File: src/rtl/cx_pkg.sv
package cx_pkg;
  localparam int unsigned INSN_W = 32;
  localparam int unsigned HALF_W = 16;

  localparam logic [6:0] OP_LOAD   = 7'b0000011;
  localparam logic [6:0] OP_STORE  = 7'b0100011;
  localparam logic [6:0] OP_IMM    = 7'b0010011;
  localparam logic [6:0] OP_LUI    = 7'b0110111;
  localparam logic [6:0] OP_BRANCH = 7'b1100011;
  localparam logic [6:0] OP_JAL    = 7'b1101111;

  typedef struct packed {
    logic [INSN_W-1:0] word;
    logic              illegal;
    logic              hint;
  } cx_res_t;

  // compressed 3-bit register field selects x8..x15
  function automatic logic [4:0] creg(input logic [2:0] f);
    return {2'b01, f};
  endfunction

  function automatic logic [INSN_W-1:0] enc_i(input logic [11:0] imm, input logic [4:0] rs1,
                                              input logic [2:0] f3, input logic [4:0] rd,
                                              input logic [6:0] op);
    return {imm, rs1, f3, rd, op};
  endfunction

  function automatic logic [INSN_W-1:0] enc_s(input logic [11:0] imm, input logic [4:0] rs2,
                                              input logic [4:0] rs1, input logic [2:0] f3);
    return {imm[11:5], rs2, rs1, f3, imm[4:0], OP_STORE};
  endfunction

  function automatic logic [INSN_W-1:0] enc_b(input logic [12:0] imm, input logic [4:0] rs1,
                                              input logic [2:0] f3);
    return {imm[12], imm[10:5], 5'd0, rs1, f3, imm[4:1], imm[11], OP_BRANCH};
  endfunction

  function automatic logic [INSN_W-1:0] enc_j(input logic [20:0] imm, input logic [4:0] rd);
    return {imm[20], imm[10:1], imm[11], imm[19:12], rd, OP_JAL};
  endfunction

  function automatic logic [INSN_W-1:0] enc_u(input logic [19:0] imm, input logic [4:0] rd);
    return {imm, rd, OP_LUI};
  endfunction

  function automatic cx_res_t mk(input logic [INSN_W-1:0] w, input logic h);
    cx_res_t r;
    r.word    = w;
    r.illegal = 1'b0;
    r.hint    = h;
    return r;
  endfunction

  function automatic cx_res_t bad();
    cx_res_t r;
    r.word    = '0;
    r.illegal = 1'b1;
    r.hint    = 1'b0;
    return r;
  endfunction
endpackage

File: src/rtl/cx_q0.sv
// Quadrant 0: pointer generation and register-based word loads/stores.
module cx_q0
  import cx_pkg::*;
(
  input  logic [HALF_W-1:2] ci,
  output cx_res_t           res
);
  logic [2:0]  f3;
  logic [4:0]  rdp;
  logic [4:0]  rs1p;
  logic [11:0] spn_imm;
  logic [11:0] wo_imm;

  assign f3      = ci[15:13];
  assign rdp     = creg(ci[4:2]);
  assign rs1p    = creg(ci[9:7]);
  assign spn_imm = {2'b00, ci[10:7], ci[12:11], ci[5], ci[6], 2'b00};
  assign wo_imm  = {5'b00000, ci[5], ci[12:10], ci[6], 2'b00};

  always_comb begin
    res = bad();
    case (f3)

      3'b000: if (spn_imm != '0) res = mk(enc_i(spn_imm, 5'd2, 3'b000, rdp, OP_IMM), 1'b0);

      3'b010: res = mk(enc_i(wo_imm, rs1p, 3'b010, rdp, OP_LOAD), 1'b0);
      3'b110: res = mk(enc_s(wo_imm, rdp, rs1p, 3'b010), 1'b0);

      default: res = bad();
    endcase
  end

  always_comb begin
    if (!res.illegal && (res.word[6:0] == OP_LOAD || res.word[6:0] == OP_STORE)) begin

      base_creg_chk: assert (res.word[19:15] == {2'b01, ci[9:7]});
    end
    if (!res.illegal && f3 == 3'b000) begin

      spn_nonzero_chk: assert (res.word[31:20] != 12'd0 && res.word[19:15] == 5'd2);
    end
  end
endmodule

File: src/rtl/cx_q1.sv
// Quadrant 1: jumps, branches, constants, immediate arithmetic.
module cx_q1
  import cx_pkg::*;
(
  input  logic [HALF_W-1:2] ci,
  output cx_res_t           res
);
  logic [2:0]  f3;
  logic [4:0]  rd;
  logic [4:0]  rdp;
  logic [5:0]  imm6;
  logic [11:0] imm12s;
  logic [11:0] j_off;
  logic [20:0] j_imm;
  logic [8:0]  b_off;
  logic [12:0] b_imm;
  logic [9:0]  a16;
  logic [11:0] a16_imm;
  logic [19:0] lui_imm;
  logic [11:0] sh_imm;

  assign f3      = ci[15:13];
  assign rd      = ci[11:7];
  assign rdp     = creg(ci[9:7]);
  assign imm6    = {ci[12], ci[6:2]};
  assign imm12s  = {{6{ci[12]}}, imm6};
  assign j_off   = {ci[12], ci[8], ci[10:9], ci[6], ci[7], ci[2], ci[11], ci[5:3], 1'b0};
  assign j_imm   = {{9{ci[12]}}, j_off};
  assign b_off   = {ci[12], ci[6:5], ci[2], ci[11:10], ci[4:3], 1'b0};
  assign b_imm   = {{4{ci[12]}}, b_off};
  assign a16     = {ci[12], ci[4:3], ci[5], ci[2], ci[6], 4'b0000};
  assign a16_imm = {{2{ci[12]}}, a16};
  assign lui_imm = {{14{ci[12]}}, imm6};
  assign sh_imm  = {1'b0, ci[10], 4'b0000, imm6};

  always_comb begin
    res = bad();
    case (f3)

      3'b000: res = mk(enc_i(imm12s, rd, 3'b000, rd, OP_IMM), (rd == 5'd0) != (imm6 == 6'd0));

      3'b001: res = mk(enc_j(j_imm, 5'd1), 1'b0);
      3'b101: res = mk(enc_j(j_imm, 5'd0), 1'b0);

      3'b010: res = mk(enc_i(imm12s, 5'd0, 3'b000, rd, OP_IMM), rd == 5'd0);

      3'b011: begin
        if (rd == 5'd2) begin
          if (a16 != '0) res = mk(enc_i(a16_imm, 5'd2, 3'b000, 5'd2, OP_IMM), 1'b0);
        end else if (imm6 != '0) begin
          res = mk(enc_u(lui_imm, rd), rd == 5'd0);
        end
      end

      3'b100: begin
        case (ci[11:10])
          2'b00, 2'b01: if (!ci[12]) res = mk(enc_i(sh_imm, rdp, 3'b101, rdp, OP_IMM), imm6 == 6'd0);
          2'b10:        res = mk(enc_i(imm12s, rdp, 3'b111, rdp, OP_IMM), 1'b0);
          default:      res = bad();
        endcase
      end

      default: res = mk(enc_b(b_imm, rdp, {2'b00, ci[13]}), 1'b0);
    endcase
  end

  always_comb begin
    if (!res.illegal && res.word[6:0] == OP_JAL) begin

      jal_link_chk: assert (res.word[11:7] == (ci[15] ? 5'd0 : 5'd1));
    end
    if (!res.illegal && res.word[6:0] == OP_BRANCH) begin

      br_zero_rs2_chk: assert (res.word[24:20] == 5'd0 && res.word[19:18] == 2'b01 && res.word[8] == ci[3]);
    end
    if (f3 == 3'b100 && ci[11:10] != 2'b10 && ci[12]) begin

      shamt5_trap_chk: assert (res.illegal);
    end
  end
endmodule

File: src/rtl/cx_q2.sv
// Quadrant 2: left shift and stack-pointer word loads/stores.
module cx_q2
  import cx_pkg::*;
(
  input  logic [HALF_W-1:2] ci,
  output cx_res_t           res
);
  logic [2:0]  f3;
  logic [4:0]  rd;
  logic [5:0]  shamt;
  logic [11:0] lwsp_imm;
  logic [11:0] swsp_imm;

  assign f3       = ci[15:13];
  assign rd       = ci[11:7];
  assign shamt    = {ci[12], ci[6:2]};
  assign lwsp_imm = {4'b0000, ci[3:2], ci[12], ci[6:4], 2'b00};
  assign swsp_imm = {4'b0000, ci[8:7], ci[12:9], 2'b00};

  always_comb begin
    res = bad();
    case (f3)

      3'b000: if (!ci[12]) res = mk(enc_i({6'b000000, shamt}, rd, 3'b001, rd, OP_IMM),
                                    rd == 5'd0 || shamt == 6'd0);

      3'b010: if (rd != 5'd0) res = mk(enc_i(lwsp_imm, 5'd2, 3'b010, rd, OP_LOAD), 1'b0);
      3'b110: res = mk(enc_s(swsp_imm, ci[6:2], 5'd2, 3'b010), 1'b0);

      default: res = bad();
    endcase
  end

  always_comb begin
    if (!res.illegal && (res.word[6:0] == OP_LOAD || res.word[6:0] == OP_STORE)) begin

      sp_base_chk: assert (res.word[19:15] == 5'd2 && res.word[14:12] == 3'b010);
    end
    if (f3 == 3'b010 && rd == 5'd0) begin

      lwsp_x0_trap_chk: assert (res.illegal);
    end
  end
endmodule

File: src/rtl/cx_expand.sv
// Compressed instruction expander: selects the quadrant decoder by bits [1:0].
module cx_expand
  import cx_pkg::*;
#(
  parameter bit PASS_32 = 1'b1
) (
  input  logic              in_valid,
  input  logic [INSN_W-1:0] in_word,
  output logic              out_valid,
  output logic [INSN_W-1:0] out_word,
  output logic              out_illegal,
  output logic              out_hint
);
  cx_res_t r_q0;
  cx_res_t r_q1;
  cx_res_t r_q2;
  cx_res_t r_full;
  cx_res_t sel;

  cx_q0 u_q0 (.ci(in_word[HALF_W-1:2]), .res(r_q0));
  cx_q1 u_q1 (.ci(in_word[HALF_W-1:2]), .res(r_q1));
  cx_q2 u_q2 (.ci(in_word[HALF_W-1:2]), .res(r_q2));

  generate
    if (PASS_32) begin : g_pass
      assign r_full = mk(in_word, 1'b0);
    end else begin : g_trap
      assign r_full = bad();
    end
  endgenerate

  always_comb begin
    case (in_word[1:0])
      2'b00:   sel = r_q0;
      2'b01:   sel = r_q1;
      2'b10:   sel = r_q2;
      default: sel = r_full;
    endcase
  end

  assign out_valid   = in_valid;
  assign out_word    = (in_valid && !sel.illegal) ? sel.word : '0;
  assign out_illegal = in_valid & sel.illegal;
  assign out_hint    = in_valid & ~sel.illegal & sel.hint;

  always_comb begin

    flag_excl_chk: assert (!(out_illegal && out_hint));
    if (in_valid && in_word[HALF_W-1:0] == '0) begin

      zero_half_chk: assert (out_illegal && out_word == '0);
    end
    if (!in_valid) begin

      idle_quiet_chk: assert (!out_illegal && !out_hint && out_word == '0);
    end
    if (PASS_32 && in_valid && in_word[1:0] == 2'b11) begin

      pass_thru_chk: assert (out_word == in_word && !out_illegal);
    end
  end
endmodule

File: config.mk
export PLATFORM = sky130hd
export DESIGN_NAME = cx_expand
export DESIGN_NICKNAME = d
export VERILOG_FILES = /design/src/rtl/cx_pkg.sv /design/src/rtl/cx_q0.sv /design/src/rtl/cx_q1.sv /design/src/rtl/cx_q2.sv /design/src/rtl/cx_expand.sv
export SDC_FILE = /design/constraint.sdc
export NUM_CORES = 1
export LEC_CHECK = 0
export BUFFER_PORTS_ARGS = -buffer_cell sky130_fd_sc_hd__buf_4
export CAP_MARGIN = 30
export CORE_MARGIN = 2
export CORE_UTILIZATION = 53
export DETAILED_ROUTE_END_ITERATION = 7
export GPL_TIMING_DRIVEN = 1
export PLACE_DENSITY = 0.83
export SETUP_SLACK_MARGIN = 0.5
export SKIP_LAST_GASP = 1
export SLEW_MARGIN = 20
export SYNTH_ARGS = -nofsm -noshare
export SYNTH_HDL_FRONTEND = slang
export SYNTH_HIERARCHICAL = 1
export SYNTH_SLANG_ARGS = --single-unit
File: constraint.sdc
create_clock -name vclk -period 2.6
set_input_delay 0 -clock vclk [all_inputs]
set_output_delay 0 -clock vclk [all_outputs]
set_load 0.01 [all_outputs]
Yosys cells after proc, flatten, opt, wreduce, memory -nomap -nowiden
Cells that the tools add are included.
- register bits after elaboration: 0
- input bits: 33
- output and inout port bits: 35
- word-level logic and storage cells: 42
- eq/ne operators: 12
- multiplexer cells: 13
- bitwise logic cells: 4
- reductions and logical operators: 13
- operators with widths (cell ; number):
    34-bit case mux with 3 select lines ; 2
    34-bit case mux with 6 select lines ; 1
    34-bit two-way mux ; 3
    32-bit case mux with 3 select lines ; 1
    34-bit case mux with 2 select lines ; 1
    32-bit two-way mux ; 2
    33-bit two-way mux ; 1
    30-bit two-way mux ; 1
    27-bit two-way mux ; 1
    12-bit nonzero test ; 1
    10-bit nonzero test ; 1
    3-bit == test, second input constant ; 3
    3-bit by 2-bit == test with 1-bit output, second input constant ; 2
    6-bit logical NOT ; 1
    6-bit nonzero test ; 1
    5-bit by 2-bit == test with 1-bit output, second input constant ; 1
    5-bit logical NOT ; 1
    5-bit nonzero test ; 1
    2-bit by 1-bit == test with 1-bit output, second input constant ; 2
    2-bit == test, second input constant ; 2
    2-bit logical NOT ; 2
    1-bit AND ; 3
    3-bit by 1-bit == test with 1-bit output, second input constant ; 1
    3-bit logical NOT ; 1
    6 further kinds ; 6

Depth between registers and ports, before layout
Gate-level depths: netlist (run 1).
- word-level depth: 8
- mapped depth: 9
- mapped depth without buffers: 7

Modules after synthesis
The synthesis (run 1) kept the hierarchy.
- modules (own cells, without submodules) (module ; instances ; cells each ; area an instance (um^2)):
    cx_expand ; 1 ; 88 ; 1317.5
    cx_q1 ; 1 ; 117 ; 706.9
    cx_q0 ; 1 ; 58 ; 381.6
    cx_q2 ; 1 ; 52 ; 341.6

Worst setup path after synthesis (run 1)
No wires, ideal clock.
- kind: input to output
- start: input port in_word[11]
- end: output port out_word[7]
- arrival: 1831 ps
- setup slack: 769 ps
- cell stages on the path: 8
- cells stage by stage: buf_6 > or4_4 > buf_6 > nor2_1 > a2111oi_0 > or3_1 > mux4_2 > nor2b_4
- RTL lines (element ; line ; source):
    from (decl) ; cx_expand.sv:8 ; input logic [INSN_W-1:0] in_word,
    to (decl) ; cx_expand.sv:10 ; output logic [INSN_W-1:0] out_word,

==> summary.txt, run 1 <==
Die
  • Row count: 26
  • IO Pins: 68
  • Starting Density: 0.545
  • Full die area: roughly 0.0058 mm2
  • Die height: approximately 76 um
  • Die width: between 70 and 80 um
  • Core area: 0.00504 mm2

Critical path
  • Worst stage delay on the critical path: about 0.6 ns
  • CP max stage cell: or4_4
  • Worst Path Required: 2.60 ns
  • CP Capture Type: output port
  • Crit-path max FO: 12
  • Worst-path cell chain: buf_4 -> or4_4 -> nor2_2 -> a2111oi_0 -> or3_1 -> mux4_2 -> nor2b_4 -> buf_4
  • Crit path max-delay family: simple AND/OR/NAND/NOR gates
  • CP Class: in -> out
  • Crit-path most repeated cell: buf_4
  • Critical Path Source Type: input pin
  • Crit path arrival time: about 2.1 ns
  • CP bufs+invs: 2

Global routing
  • GRT Util Overall: 0.310
  • First-pass GRT wire length: approximately 15000 um
  • Largest net degree at the start of global routing: 38
  • GRT overflow: 0
  • Initial antenna violation count: 0
  • Vias in the first global route: 2721

Timing
  • Final number of hold-violating endpoints: 0
  • Endpoints failing setup: 0
  • Unrepaired setup endpoints after global routing: true
  • Slew HR: 0.501
  • Slew Limit Fails: 0
  • Fin Setup TNS: 0 ns
  • Max Clk Rate: between 400 and 500 MHz
  • Worst setup margin: a little over 0.5 ns
  • Slew of the pin with the lowest slew margin: 0.743 ns
  • Tcrit/Tclk final: 0.805
  • Final Critical Period: ~2.1 ns

Placed design
  • Port Buffers: 68
  • Gpl congestion: 0.974
  • Setup Slack @ Placement: approximately 0.42 ns
  • HPWL Detailed: 5990 um
  • Post-Place Cells: between 400 and 500

Logic synthesis
  • Yosys Warn Count: 6
  • Mapped Avg Cell Area: between 8 and 9 um2
  • Sequential share of the synthesized area: 0
  • Syn Inst Count: about 320
  • Count of different cell masters after synthesis: 65
  • Synthesized area: roughly 0.0027 mm2

Routing
  • DR vias: between 2000 and 3000
  • Final wirelength: 9270 um
  • Post-DRT Antenna Nets: 0
  • Vias/cell: between 6 and 7
  • First-pass DRT Iterations: 6
  • Average wire per standard cell: 20.9 um
  • DRC Markers: 0
  • 1st-iter DRT viols: between 400 and 500

Pwr
  • Worst VDD drop: 0.000146 V
  • Pwr dens: roughly 190 mW/mm2
  • Pleak: 1.47 nW

Layout
  • Most common cell after layout, fill and taps aside: buf_4
  • CLK BUF: 0
  • Post-layout nets: about 410
  • Layout cell share with drive strength beyond 1: 0.484
  • Most frequent cells in the layout: buf_4, mux4_2, nor2b_4
  • Area delta synth->final: 26.4%
  • Register Area: 0 um2
  • Num sequential: 0
  • Final Non-Filler Cells: 444
  • Number of diodes: 0

Status
  • Status: completed

Worst hold path
  • Min-Delay Path Class: in -> out

Run
  • # Max-Cap Violations: 0
## layout make-up
| cell class | instances | area, um2 |
|---|---|---|
| well taps | 70 | 87.6 |
| multi-input cells | 272 | 2480 |
| fillers | 412 | 1570 |
| inverters | 11 | 41.3 |
| repair buffers | 91 | 865 |
## worst paths after layout
check / startpoint / to / slack, ns / cells past startpoint
worst max-delay path: in_word[7] / out_word[7] / 0.51 / 8
worst min-delay path: in_valid / out_valid / 0.22 / 2
## metrics by stage
step	power, mW	util	hold WS, ns	cell area (um2)
final	0.644	0.689	0.216	3470
after global routing	0.680	0.689	0.222	3470
after CTS	0.607	0.661	0.217	3330
after detailed placement	0.549	0.620	0.215	3130
after global placement	0.542	0.620	0.214	3130
after floorplan	0.400	-	0.0918	2800
## cell families (layout without fill, tap and decap cells)
family,Yosys count,in the layout,synth area share
compound gates,67,67,0.175
other cells,2,17,0.00273
simple gates,150,150,0.394
mux,38,38,0.280
buf+inv,58,102,0.148
## power by group
| group | total, mW | internal, mW | switching [mW] |
|---|---|---|---|
| Clock | 0 | 0 | 0 |
| Sequential | 0 | 0 | 0 |
| Combinational | 0.644 | 0.333 | 0.311 |
| Total | 0.644 | 0.333 | 0.311 |
## per-layer routing
layer | track usage | vias to the layer above | part of all wire
li1 | - | 1255 | -
met1 | 0.417 | 1382 | 0.37
met2 | 0.509 | 207 | 0.48
met3 | 0.0498 | 36 | 0.11
met4 | 0.105 | 0 | 0.034
met5 | 0 | - | 0
## timing repair
action / in CTS / in global routing
resized for setup: 26 / 18
endpoints found under the setup margin: 33 / 33
pin swaps: 5 / 7
gates cloned: 2 / 1
hold buffers: 0 / 0
setup buffers: 6 / 5
## Yosys cell counts (2+ instances only)
cell type	instances	area (um2)
mux2i_1	6	60.1
and3_2	2	15.0
nor2b_1	6	37.5
and2_2	3	22.5
a21o_1	5	37.5
clkbuf_1	6	22.5
or4_4	3	33.8
mux2_2	2	22.5
nor2_1	14	52.6
o21a_1	2	15.0
inv_1	11	41.3
o22ai_1	4	25.0
or2_2	2	12.5
buf_4	26	195
nand4_1	2	12.5
buf_2	5	25.0
buf_12	2	40.0
and3_1	9	56.3
nand3b_1	4	30.0
mux4_2	27	608
nand2_1	25	93.8
a22o_1	2	17.5
nor2b_4	25	344
o31ai_1	2	15.0
or3_1	2	12.5
nand3_1	5	25.0
nor3_1	5	25.0
nor2b_2	2	17.5
nor2_2	3	18.8
nand2b_1	6	37.5
conb_1	2	7.51
nor2_4	2	22.5
o31a_1	2	17.5
a211oi_1	4	30.0
a21oi_1	15	75.1
o21ai_0	11	55.1
o211ai_1	2	15.0
and2_1	21	131
mux4_1	3	78.8
buf_6	7	78.8
nor4_1	4	25.0
(Power assumes the default switching activity.)
==> inputs of run 2 (changes only) <==
- ABC_AREA: not set -> 1
- CORE_UTILIZATION: 53 -> 52
- PLACE_DENSITY: 0.83 -> 0.85
- clock period: 2.6 -> 1.8 ns (I/O delays scaled with it)
==> run 2 against run 1 <==
  * The flow now finishes with violations (design-rule violations)
  * Worst hold slack better by 0.054 ns
  * Core utilization is 15 points higher
  * Non-clock buffer count is 38 higher
  * Critical path type unchanged
  * First-iteration DRC count is 100% higher
  * Sequential share of layout area stayed put
  * Power is 84% higher
  * Clock-buffer cell count stayed put
  * Flip-flop and latch count stayed put
==> summary.txt, run 2 <==
Status
  • Status: complete, but fails checks (was completed)
  • Violated checks: design-rule violations

Critical path
  • Crit path arrival time: 1.62 ns (was 2.09 ns)
  • Crit-path max FO: 5 (was 12)
  • CP Class: in -> out (unchanged)
  • CP Capture Type: output port (unchanged)
  • Critical Path Source Type: input pin (unchanged)
  • Worst Path Required: 1.80 ns (was 2.60 ns)

CTS
  • # hold bufs at CTS: 0 (unchanged)

Worst hold path
  • Worst hold stages: 2 (unchanged)
  • Hold Startpoint: in_valid (unchanged)
  • Min-Delay Path Class: in -> out (unchanged)
  • Hold endpoint: out_valid (unchanged)

Timing
  • Final Critical Period: 1.62 ns
  • Unrepaired setup endpoints after global routing: true (unchanged)
  • Final number of hold-violating endpoints: 0 (unchanged)
  • Max Clk Rate: ~620 MHz
  • Worst setup margin: 0.184 ns (was 0.507 ns)
  • Fin Setup TNS: 0 ns (unchanged)
  • Slew Limit Fails: 0 (unchanged)
  • Tcrit/Tclk final: 0.898
  • Endpoints failing setup: 0 (unchanged)
  • Hold slack: 0.270 ns (was 0.216 ns)

Placed design
  • Placed instance area: 0.00330 mm2 (was 0.00313 mm2)
  • Port Buffers: 68 (unchanged)
  • Setup Slack @ Placement: -0.0908 ns (was 0.420 ns)
  • Post-Place Cells: 694 (was 430)
  • Gpl congestion: 1.03 (was 0.974)
  • HPWL Detailed: 8010 um (was 5990 um)

Logic synthesis
  • Most frequent cells after synthesis: nand2_1, nand3_1, nor2_1, inv_1 (was mux4_2, buf_4, nand2_1, nor2b_4, and2_1)
  • Top-count cell post-synth: nand2_1 (was mux4_2)
  • Compound-Gate Fraction of Synth Area: 0.122 (was 0.175)
  • Simple-gate share of the synthesized area: 0.678 (was 0.394)
  • Sequential share of the synthesized area: 0 (unchanged)
  • Adder-cell share of the synthesized area: 0 (unchanged)
  • Xor/xnor share of the synthesized area: 0 (unchanged)
  • Syn Inst Count: 572 (was 315)
  • Count of different cell masters after synthesis: 29 (was 65)
  • Top cell type's share of synthesized area: 0.186 (was 0.221)
  • Synthesized area: 0.00286 mm2 (was 0.00275 mm2)
  • Ranking of synthesized cells by area: nand2_1, nand3_1, nor2_1 (was mux4_2, nor2b_4, buf_4)
  • Yosys Warn Count: 6 (unchanged)
  • Mapped Avg Cell Area: 5.00 um2 (was 8.72 um2)
  • Synth area leader: nand2_1 (was mux4_2)
  • Main combinational cell family by area after synthesis: simple AND/OR/NAND/NOR gates (unchanged)
  • Mux contribution to synthesized area: 0 (was 0.280)

Global routing
  • First-pass GRT wire length: 21100 um (was 14500 um)
  • Largest net degree at the start of global routing: 37 (was 38)
  • GRT overflow: 0 (unchanged)
  • Initial antenna violation count: 0 (unchanged)
  • Vias in the first global route: 4452 (was 2721)
  • GRT Util Overall: 0.421 (was 0.310)

Routing
  • Final wirelength: 15000 um (was 9270 um)
  • 1st-iter DRT viols: 954 (was 471)
  • First-pass DRT Iterations: 8 (was 6)
  • DR vias: 4836 (was 2880)
  • Post-DRT Antenna Nets: 0 (unchanged)
  • Average wire per standard cell: 20.2 um (was 20.9 um)
  • Vias/cell: 6.53 (was 6.49)
  • DRC Markers: 23 (was 0)

Layout
  • Final Non-Filler Cells: 741 (was 444)
  • Layout cell share with drive strength beyond 1: 0.389 (was 0.484)
  • Post-Layout Inst Area: 0.00438 mm2 (was 0.00347 mm2)
  • Post-layout nets: 706 (was 409)
  • Register Area: 0 um2 (unchanged)
  • FILL cells: 300 (was 412)
  • Number of diodes: 0 (unchanged)
  • Most common cell after layout, fill and taps aside: nand2_1 (was buf_4)
  • Area delta synth->final: 53.1% (was 26.4%)
  • Fin util: 0.841 (was 0.689)
  • Multi-input gate area: 0.00278 mm2 (was 0.00248 mm2)
  • CLK BUF: 0 (unchanged)
  • Most frequent cells in the layout: nand2_1, nand3_1, buf_4 (was buf_4, mux4_2, nor2b_4)
  • Num sequential: 0 (unchanged)

Pwr
  • Total Power: 1.19 mW (was 644 uW)
  • Pwr dens: 271 mW/mm2 (was 185 mW/mm2)
  • Worst VDD drop: 0.000168 V (was 0.000146 V)
  • Pleak: 2.16 nW (was 1.47 nW)

Die
  • Full die area: 0.00611 mm2 (was 0.00578 mm2)
  • IO Pins: 68 (unchanged)
  • Starting Density: 0.549 (was 0.545)
  • Die height: 78.2 um (was 76 um)
  • Row count: 26 (unchanged)
  • Die width: 78.2 um (was 76 um)
  • Core area: 0.00520 mm2 (was 0.00504 mm2)

Run
  • # Max-Cap Violations: 0 (unchanged)
-- run 2: worst max-delay path: stages --
cell	delay [ns]
buf_12	0.12
nor2_4	0.13
nand2_2	0.09
nor2_1	0.31
nand2_1	0.09
nand2_1	0.11
nor2_2	0.06
nand2_1	0.10
nand3_1	0.17
nand3_1	0.16
nand2_1	0.08
nor2_2	0.08
buf_4	0.12
-- run 2: worst max-delay path by stage --
stage | startpoint | endpoint | slack (ns) | cells past startpoint
final | in_word[14] | out_word[25] | 0.18 | 13
after detailed placement | in_word[15] | out_word[0] | -0.09 | 13
after global placement | in_word[15] | out_word[5] | 0.03 | 13
after floorplan | in_word[15] | out_word[29] | 0.55 | 12
after global routing | in_word[14] | out_word[25] | 0.11 | 13
after CTS | in_word[14] | out_word[0] | 0.42 | 14
-- run 2: timing repair --
| item | CTS | global route |
|---|---|---|
| setup buffers | 43 | 0 |
| resized for setup | 123 | 55 |
| endpoints found under the setup margin | 34 | 34 |
| pin swaps | 36 | 21 |
| gates cloned | 4 | 0 |
-- run 2: layout make-up --
type / count / area share
Multi-Input combinational cell: 482 / 0.635
Inverter: 60 / 0.0560
Timing Repair Buffer: 129 / 0.289
Tap cell: 70 / 0.0200
-- run 2: metal layers --
metal	routed length, um	global-route usage	vias to the layer above
li1	-	-	2003
met1	4910	0.492	2086
met3	2150	0.0782	194
met4	1470	0.228	0
met5	0	0	-
met2	6470	0.723	553
-- run 2: kinds of logic after synthesis --
family                 Yosys count
and+or+nand+nor                398
buffers and inverters          107
AOI/OAI and AO/OA               65
other                            2
-- run 2: where the power goes --
group | internal (mW) | switching [mW] | total, mW
logic | 0.471 | 0.716 | 1.19
clock network | 0 | 0 | 0
registers | 0 | 0 | 0
total | 0.471 | 0.716 | 1.19
